===== src/rtl/cssq_pkg.sv =====
package cssq_pkg;
  // total status bits in one block
  function automatic int unsigned block_bits(input int unsigned word_w,
                                             input int unsigned n_words);
    return word_w * n_words;
  endfunction

  // index of the word whose load ends the busy window
  function automatic int unsigned busy_end_word(input int unsigned n_words);
    return (n_words > 0) ? n_words - 1 : 0;
  endfunction
endpackage


===== src/rtl/cssq_word_mux.sv =====
module cssq_word_mux #(
  parameter int WORD_W  = 32,
  parameter int N_WORDS = 6,
  localparam int IDX_W  = (N_WORDS > 1) ? $clog2(N_WORDS) : 1
) (
  input  logic [WORD_W*N_WORDS-1:0] words,
  input  logic [IDX_W-1:0]          sel,
  output logic [WORD_W-1:0]         word
);
  logic [WORD_W-1:0] slot [N_WORDS];

  for (genvar g = 0; g < N_WORDS; g++) begin : g_slot
    assign slot[g] = words[g*WORD_W +: WORD_W];
  end

  always_comb begin
    word = '0;
    for (int i = 0; i < N_WORDS; i++)
      if (sel == IDX_W'(i)) word = slot[i];
  end
endmodule


===== src/rtl/cssq_shift.sv =====
module cssq_shift #(
  parameter int WORD_W = 32
) (
  input  logic              clk,
  input  logic              rst_n,
  input  logic              load_en,
  input  logic              adv_en,
  input  logic [WORD_W-1:0] load_word,
  output logic              lsb
);
  logic [WORD_W-1:0] sh_q;

  always_ff @(posedge clk or negedge rst_n) begin
    if (!rst_n)       sh_q <= '0;
    else if (load_en) sh_q <= load_word;
    else if (adv_en)  sh_q <= {1'b0, sh_q[WORD_W-1:1]};
  end

  assign lsb = sh_q[0];
endmodule


===== src/rtl/cssq_ctrl.sv =====
module cssq_ctrl
  import cssq_pkg::*;
#(
  parameter int WORD_W  = 32,
  parameter int N_WORDS = 6,
  localparam int IDX_W  = (N_WORDS > 1) ? $clog2(N_WORDS) : 1,
  localparam int BIT_W  = (WORD_W > 1) ? $clog2(WORD_W) : 1,
  localparam int F_IDX  = busy_end_word(N_WORDS)
) (
  input  logic             clk,
  input  logic             rst_n,
  input  logic             tx_en,
  input  logic             cs_en,
  input  logic             frame_stb,
  input  logic             frame_end,
  output logic             active,
  output logic             busy,
  output logic             blk_start,
  output logic             load_en,
  output logic             adv_en,
  output logic [IDX_W-1:0] load_idx,
  output logic             load_a_ev,
  output logic             load_f_ev,
  output logic             stop_ev,
  output logic             end_ev
);
  logic [IDX_W-1:0] word_q;
  logic [BIT_W-1:0] bit_q;
  logic             start_ev, word_done, last_word, step_ev, wrap_ev;

  assign start_ev  = !active && tx_en && cs_en;
  assign stop_ev   = active && !tx_en && frame_end;
  assign adv_en    = active && frame_stb && !stop_ev;
  assign word_done = adv_en && (bit_q == BIT_W'(WORD_W - 1));
  assign last_word = (word_q == IDX_W'(N_WORDS - 1));
  assign step_ev   = word_done && !last_word;
  assign wrap_ev   = word_done && last_word && tx_en && cs_en;
  assign end_ev    = word_done && last_word && !(tx_en && cs_en);
  assign load_a_ev = start_ev || wrap_ev;
  assign load_f_ev = step_ev && (word_q + IDX_W'(1) == IDX_W'(F_IDX));
  assign load_en   = load_a_ev || step_ev;
  assign load_idx  = load_a_ev ? '0 : word_q + IDX_W'(1);
  assign blk_start = active && (word_q == '0) && (bit_q == '0);

  always_ff @(posedge clk or negedge rst_n) begin
    if (!rst_n) begin
      active <= 1'b0;
      busy   <= 1'b0;
      word_q <= '0;
      bit_q  <= '0;
    end else begin
      if (stop_ev || end_ev)  active <= 1'b0;
      else if (load_a_ev)     active <= 1'b1;

      if (stop_ev || end_ev || load_f_ev) busy <= 1'b0;
      else if (load_a_ev)                 busy <= 1'b1;

      if (load_en) begin
        word_q <= load_idx;
        bit_q  <= '0;
      end else if (adv_en) begin
        bit_q  <= bit_q + BIT_W'(1);
      end
    end
  end
endmodule


===== src/rtl/cs_block_seq.sv =====
module cs_block_seq #(
  parameter int WORD_W  = 32,
  parameter int N_WORDS = 6,
  localparam int IDX_W  = (N_WORDS > 1) ? $clog2(N_WORDS) : 1,
  localparam int BLK_W  = WORD_W * N_WORDS
) (
  input  logic             clk,
  input  logic             rst_n,
  input  logic             tx_en,
  input  logic             cs_en,
  input  logic             frame_stb,
  input  logic             frame_end,
  input  logic [BLK_W-1:0] status_words,
  output logic             cs_bit,
  output logic             blk_start,
  output logic             busy
);
  logic             active, load_en, adv_en;
  logic             load_a_ev, load_f_ev, stop_ev, end_ev, sh_lsb;
  logic [IDX_W-1:0] load_idx;
  logic [WORD_W-1:0] next_word;

  cssq_ctrl #(.WORD_W(WORD_W), .N_WORDS(N_WORDS)) u_ctrl (
    .clk(clk), .rst_n(rst_n), .tx_en(tx_en), .cs_en(cs_en),
    .frame_stb(frame_stb), .frame_end(frame_end),
    .active(active), .busy(busy), .blk_start(blk_start),
    .load_en(load_en), .adv_en(adv_en), .load_idx(load_idx),
    .load_a_ev(load_a_ev), .load_f_ev(load_f_ev),
    .stop_ev(stop_ev), .end_ev(end_ev)
  );

  cssq_word_mux #(.WORD_W(WORD_W), .N_WORDS(N_WORDS)) u_mux (
    .words(status_words), .sel(load_idx), .word(next_word)
  );

  cssq_shift #(.WORD_W(WORD_W)) u_shift (
    .clk(clk), .rst_n(rst_n), .load_en(load_en), .adv_en(adv_en),
    .load_word(next_word), .lsb(sh_lsb)
  );

  assign cs_bit = active && cs_en && sh_lsb;
endmodule


===== config.mk =====
export PLATFORM = sky130hd
export DESIGN_NAME = cs_block_seq
export DESIGN_NICKNAME = d
export VERILOG_FILES = /design/src/rtl/cssq_pkg.sv /design/src/rtl/cssq_word_mux.sv /design/src/rtl/cssq_shift.sv /design/src/rtl/cssq_ctrl.sv /design/src/rtl/cs_block_seq.sv
export SDC_FILE = /design/constraint.sdc
export NUM_CORES = 1
export LEC_CHECK = 0
export CORE_MARGIN = 3
export CORE_UTILIZATION = 45
export DETAILED_ROUTE_END_ITERATION = 10
export HOLD_SLACK_MARGIN = 0.12
export PLACE_DENSITY = 0.85
export SLEW_MARGIN = 25
export SYNTH_ARGS = -nofsm -noshare
export SYNTH_HDL_FRONTEND = slang
export SYNTH_SLANG_ARGS = --single-unit

===== constraint.sdc =====
create_clock -name clk -period 5.6 [get_ports clk]
set_input_delay 1.12 -clock clk [delete_from_list [all_inputs] [get_ports clk]]
set_output_delay 1.12 -clock clk [all_outputs]
set_load 0.005 [all_outputs]

# Word level (Yosys, flattened, before mapping)
# Index checks and enable logic that the tools add are counted.
[op_classes]
n_addsub = 2
muxes = 14
n_eq_ne = 8
n_reduce_logical = 33
[op_table]
columns = ["cell", "n"]
rows = [
  ["$mux W32", 8],
  ["$logic_and A1 B1 Y1", 18],
  ["$eq A3 B3 Y1 const B", 4],
  ["$mux W5", 2],
  ["$eq A3 B2 Y1 const B", 2],
  ["$logic_not A3 Y1", 2],
  ["$reduce_bool A2 Y1", 3],
  ["$add A5 B1 Y5 const B", 1],
  ["$eq A5 B5 Y1 const B", 1],
  ["$logic_not A1 Y1", 5],
  ["$logic_not A5 Y1", 1],
  ["$logic_or A1 B1 Y1", 4],
  ["$add A3 B1 Y3 const B", 1],
  ["$eq A3 B1 Y1 const B", 1],
  ["$mux W1", 3],
  ["$mux W3", 1],
]
[totals]
register_bits = 42
word_cells = 62

# Depth between registers and ports, before layout
[depth]
word_depth = 19
depth_mapped = 11
depth_no_buf = 8

# By module
# From an unflattened synthesis, not the netlist that was laid out.
[hier_totals]
hier_cells = 424
area_unflattened_um2 = 4196.5
[by_module_without_submodules]
columns = ["mod", "area_per_inst_um2", "seq_area_each_um2", "cells_per_inst", "instances"]
rows = [
  ["cssq_word_mux", 1913.1, 0.0, 198, 1],
  ["cssq_shift", 1515.2, 800.8, 139, 1],
  ["cssq_ctrl", 762.0, 250.2, 86, 1],
  ["cs_block_seq", 6.3, 0.0, 1, 1],
]

# Worst setup path before layout
# OpenSTA, ideal clock, no wires.
[synth_path]
path_type = "register -> register"
from = "register u_ctrl.word_q[0]"
to = "register u_shift.sh_q[11]"
stages_incl_launch_ff = 11
t_required_ns = 5.460
arrival_ns = 2.594
path_slack_ns = 2.866
setup_ns = 0.140
path_cell_list = "dfrtp_1 > inv_1 > clkbuf_1 > clkbuf_1 > ha_1 > inv_2 > buf_2 > nor3_2 > a22o_1 > a2111oi_0 > o32ai_1"
[synth_via]
elab_chain_cells = 14
word_cells_on_any_way = 24
cone_classes = "1 x add/sub; 6 x eq/ne; 8 x mux; 9 x reduce/logical"
[synth_lines]
columns = ["element", "line_no", "rtl"]
rows = [
  ["from (decl)", "cssq_ctrl.sv:27", "logic [IDX_W-1:0] word_q;"],
  ["from (signal assigned)", "cssq_ctrl.sv:59", "word_q <= load_idx;"],
  ["$eq A3 B3 Y1", "cssq_ctrl.sv:35", "assign last_word = (word_q == IDX_W'(N_WORDS - 1));"],
  ["$logic_and A1 B1 Y1 (3 in a row)", "cssq_ctrl.sv:37", "assign wrap_ev = word_done && last_word && tx_en && cs_en;"],
  ["$logic_or A1 B1 Y1", "cssq_ctrl.sv:39", "assign load_a_ev = start_ev || wrap_ev;"],
  ["$mux W3", "cssq_ctrl.sv:42", "assign load_idx = load_a_ev ? '0 : word_q + IDX_W'(1);"],
  ["$logic_not A3 Y1", "cssq_word_mux.sv:19", "if (sel == IDX_W'(i)) word = slot[i];"],
  ["$mux W32 (6 in a row)", "cssq_word_mux.sv:19", ""],
  ["$mux W32", "cssq_shift.sv:15", "else if (load_en) sh_q <= load_word;"],
  ["to (signal assigned)", "cssq_shift.sv:15", ""],
  ["to (signal assigned)", "cssq_shift.sv:16", "else if (adv_en) sh_q <= {1'b0, sh_q[WORD_W-1:1]};"],
  ["to (decl)", "cssq_shift.sv:11", "logic [WORD_W-1:0] sh_q;"],
]
# Several ways; a longest one is shown, not always the timed one.
# A chain may end at the register's enable or synchronous reset.

# Worst setup path after layout
[layout_path]
from = "register u_ctrl.word_q[0]"
to = "register u_shift.sh_q[20]"
# Same word-level chain as after synthesis.

==> summary.md <==
| Metric | Value |
|---|---|
| Outcome | `complete, no violations` |
| Fmax | `250.5 MHz` |
| FF-to-FF path depth | `8` |
| Arr. time, crit path | `4.13 ns` |
| Number of synthesized flops with an enable pin | `0` |
| Vias per inst | `6.650` |
| R2r startpoint | `u_ctrl.word_q[0]$_DFFE_PN0N_` |
| Gate Count Post-Synth | `467` |
| Seq/Total Area, Yosys | `25.55%` |
| P_leak | `2.306 nW` |
| Maxcap violations | `0` |
| Final setup viols | `0` |
| Clk_lat worst skew | `0.29 ns` |
| Clk root buf | `clkbuf_8` |
| Final nets | `829` |
| Syn avg cell area | `8.809 um2` |
| H-Tree Depth | `2` |
| Worst hold start | `u_ctrl.bit_q[4]$_DFFE_PN0P_` |
| Die ar. | `10330 um2` |
| Max rail drop VDD | `0.0001137 V` |
| Int Power | `about 0.76 mW` |
| Hold endpoint | `u_ctrl.bit_q[4]$_DFFE_PN0P_` |
| Via count of the first global-routing pass | `about 5000` |
| Fin. Hold Viols | `0` |
| Vias | `4881` |
| Hold Path Depth | `2` |
| IO buf count | `200` |
| Area Growth Syn to Fin | `50.24%` |
| Fill cells | `677` |
| Unrepaired setup endpoints after global routing | `false` |
| FF-to-FF End | `u_shift.sh_q[20]$_DFFE_PN0P_` |
| CP Capture Type | `register` |
| Mapped Area | `4114 um2` |
| Core Area | `8806 um2` |
| DRC | `0` |
| Max Slew Vio Count | `0` |
| Data required time of the worst path | `~5.7 ns` |
| Fin cells | `734` |
| Dpl hpwl | `10970 um` |
| Net Count, Synth | `around 670` |
| ANT nets after route | `0` |
| Final TNS setup | `0 ns` |
| Worst Path Class, Setup | `reg2reg` |
| Crit Path Max Fanout | `59` |
| Top Family by Delay on Critical Path | `flip-flops` |
| Ranking of synthesized cells by area | `dfrtp_1 26%, mux2i_1 8.0%, mux2_2 7.1%` |
| Reg2reg setup slack | `1.61 ns` |
| NetSw | `0.3108 mW` |
| Post-layout min period | `between 3 and 4 ns` |
| Dominant synthesized flop cell | `dfrtp_1` |
| # IOs | `201` |
| Initial core utilization | `46.72%` |
| Initial antenna violation count | `0` |
| Seq pwr share | `about two fifths` |
| Placer congestion estimate | `about 0.85` |
| Critical-path top delay cell | `dfrtp_2` |
| Synth unique cells | `50` |
| GR Util All Layers | `30.17%` |
| Post-CTS sizing | `0` |
| WL final | `15750 um` |
| Std cell rows | `34` |
| Most area-hungry cell type in the Yosys netlist | `dfrtp_1` |
| PwrDens | `roughly 170 nW/um2` |
| HP Class | `reg2reg` |
| Drt pass-1 iters | `7` |
| Grt total ovfl | `0` |
| Slew HR | `28.37%` |
| Drt initial violations | `412` |
| Die height | `a little over 100 um` |
| Largest net degree at the start of global routing | `between 60 and 70` |
| Chip Width | `101.6 um` |
| Yosys top cell area share | `roughly 26%` |
| CTS sink cnt | `42` |
| Synth Register Bits | `42` |
| Post-DR wirelength/cell | `21.46 um` |
| Worst path most repeated cell | `inv_2` |
| Cells along the critical path | `inv_2 > buf_4 > ha_1 > inv_2 > nor2_2 > and3_1 > a2111oi_0 > o22ai_1` |
| Hold-fix buffers, CTS | `0` |
| Ys Warns | `0` |
| TritonCTS clock tree | `yes` |
| Ant diodes | `0` |
| Final period util | `71.28%` |
| Max Root-Sink Buffers | `2` |
| Post-CTS Setup Bufs | `0` |
| Proportion of layout cells with a drive suffix above 1 | `8.946%` |
| Num CTS Buffers | `5` |
| Switch share | `28.97%` |
| Pwr Total | `1.073 mW` |
| Startpoint class of the critical path | `register` |
| Asr flop ratio synth | `100.0%` |
| Combinational Power Share | `36.4%` |
| Worst-Margin Slew | `1.074 ns` |
| Clock Pin Slew Worst Setup and Hold Paths | `0.07 ns` |
| Buf/Inv on CP | `3` |
| DP Cell Count | `726` |
| Clock share of power | `21.7%` |
| Final clock skew | `0.006410 ns` |
| First-pass GRT wire length | `25040 um` |
| Max stage delay on crit path | `1.04 ns` |
==> worst reg2reg max path: cells and delay by family, from the launching register on <==
family                   cells  cell delay [ns]
AO/OA/AOI/OAI                2             0.76
AND/OR/NAND/NOR              2             0.78
adder cells (fa/ha/maj)      1             0.43
flip-flops                   1             1.04
buffers and inverters        3             0.87
==> routing by layer <==
layer | share of wire [%] | routed length [um] | global-route usage, % | up-vias
met2 | 49 | 7658 | 49.80 | 318
met5 | 0 | 0 | 0 | -
met3 | 8.9 | 1398 | 5.165 | 42
met1 | 40 | 6299 | 39.48 | 2311
li1 | - | - | - | 2210
met4 | 2.5 | 393 | 11.45 | 0
==> synth_stat cells (2+ instances only) <==
cell	instances
o211ai_1	28
nor2_1	12
inv_1	6
a22o_1	6
xor2_1	3
and3_1	4
xnor2_1	2
clkbuf_1	24
a22oi_1	2
nor3b_1	5
buf_4	4
nand3_1	2
a211oi_1	2
o31ai_1	4
a2111oi_0	28
a21boi_0	31
a21oi_1	35
o22ai_1	28
o21ai_0	3
nor3_1	2
nand2b_1	4
buf_2	25
nand3_2	2
o32ai_1	5
buf_1	3
o221ai_1	26
mux2i_1	33
dfrtp_1	42
nand4_1	28
ha_1	6
mux2_2	26
nor2_2	2
a2111oi_1	3
nand2_1	15
==> kinds of logic after synthesis <==
logic type / count (synthesis) / synth area share, %
multiplexers: 59 / 15.15
AND/OR/NAND/NOR: 82 / 11.74
flip-flops: 42 / 25.55
XOR/XNOR: 7 / 1.856
buffers and inverters: 63 / 6.873
AO/OA/AOI/OAI: 208 / 37.01
adder cells (fa/ha/maj): 6 / 1.825
==> power groups by stage <==
stage	clock [mW]	combinational (mW)	sequential [mW]
2_1_floorplan	0	0.196	0.426
3_3_place_gp	0	0.376	0.448
3_5_place_dp	0	0.386	0.450
4_1_cts	0.237	0.389	0.446
5_1_grt	0.252	0.425	0.459
6_report	0.233	0.391	0.449
==> layout make-up <==
class                   count  area (um2)  share of cell area (%)
multi-input cells         362        2809                   45.45
repair buffers            207        2052                   33.20
flip-flops and latches     42        1052                   17.02
well taps                 108       135.1                   2.186
clock buffers               7       76.32                   1.235
clock inverters             1       30.03                  0.4858
inverters                   7       26.28                  0.4251
==> registers in the layout (all words and copies together), names as in the netlist <==
signal,cells
u_ctrl.active,1
u_ctrl.busy,1
u_ctrl.bit_q,5
u_shift.sh_q,32
u_ctrl.word_q,3
==> through the flow <==
stage | instance area (um2) | setup slack [ns] | util (%) | hold slack (ns)
after floorplan | 4114 | 2.866 | - | 0.5164
after CTS | 6173 | 1.604 | 70.11 | 0.5667
after global placement | 6067 | 1.759 | 68.90 | 0.5414
after global routing | 6181 | 1.300 | 70.19 | 0.5807
after detailed placement | 6067 | 1.559 | 68.90 | 0.5562
final | 6181 | 1.608 | 70.19 | 0.5630
==> cell usage in the layout, fill, tap and decap left out, types with 6 or more instances in the layout <==
master | netlist | final
a2111oi_0 | 28 | 28
a21boi_0 | 31 | 31
a21oi_1 | 35 | 35
a22o_1 | 6 | 6
buf_4 | 4 | 8
clkdlybuf4s50_1 | 0 | 199
dfrtp_1 | 42 | 41
ha_1 | 6 | 6
mux2_2 | 26 | 26
mux2i_1 | 33 | 33
nand2_1 | 15 | 15
nand4_1 | 28 | 28
nor2_1 | 12 | 12
o211ai_1 | 28 | 28
o221ai_1 | 26 | 26
o22ai_1 | 28 | 28
==> worst max path at each step <==
stage,start,to,cells after the start
final,u_ctrl.word_q[0]$_DFFE_PN0N_,u_shift.sh_q[20]$_DFFE_PN0P_,8
after global routing,u_ctrl.word_q[0]$_DFFE_PN0N_,u_shift.sh_q[20]$_DFFE_PN0P_,8
after CTS,u_ctrl.word_q[0]$_DFFE_PN0N_,u_shift.sh_q[20]$_DFFE_PN0P_,8
after detailed placement,tx_en,u_shift.sh_q[25]$_DFFE_PN0P_,7
after global placement,frame_stb,u_shift.sh_q[19]$_DFFE_PN0P_,7
after floorplan,u_ctrl.word_q[0]$_DFFE_PN0N_,u_shift.sh_q[11]$_DFFE_PN0P_,10
No activity file was read; power rests on OpenSTA's default activity.
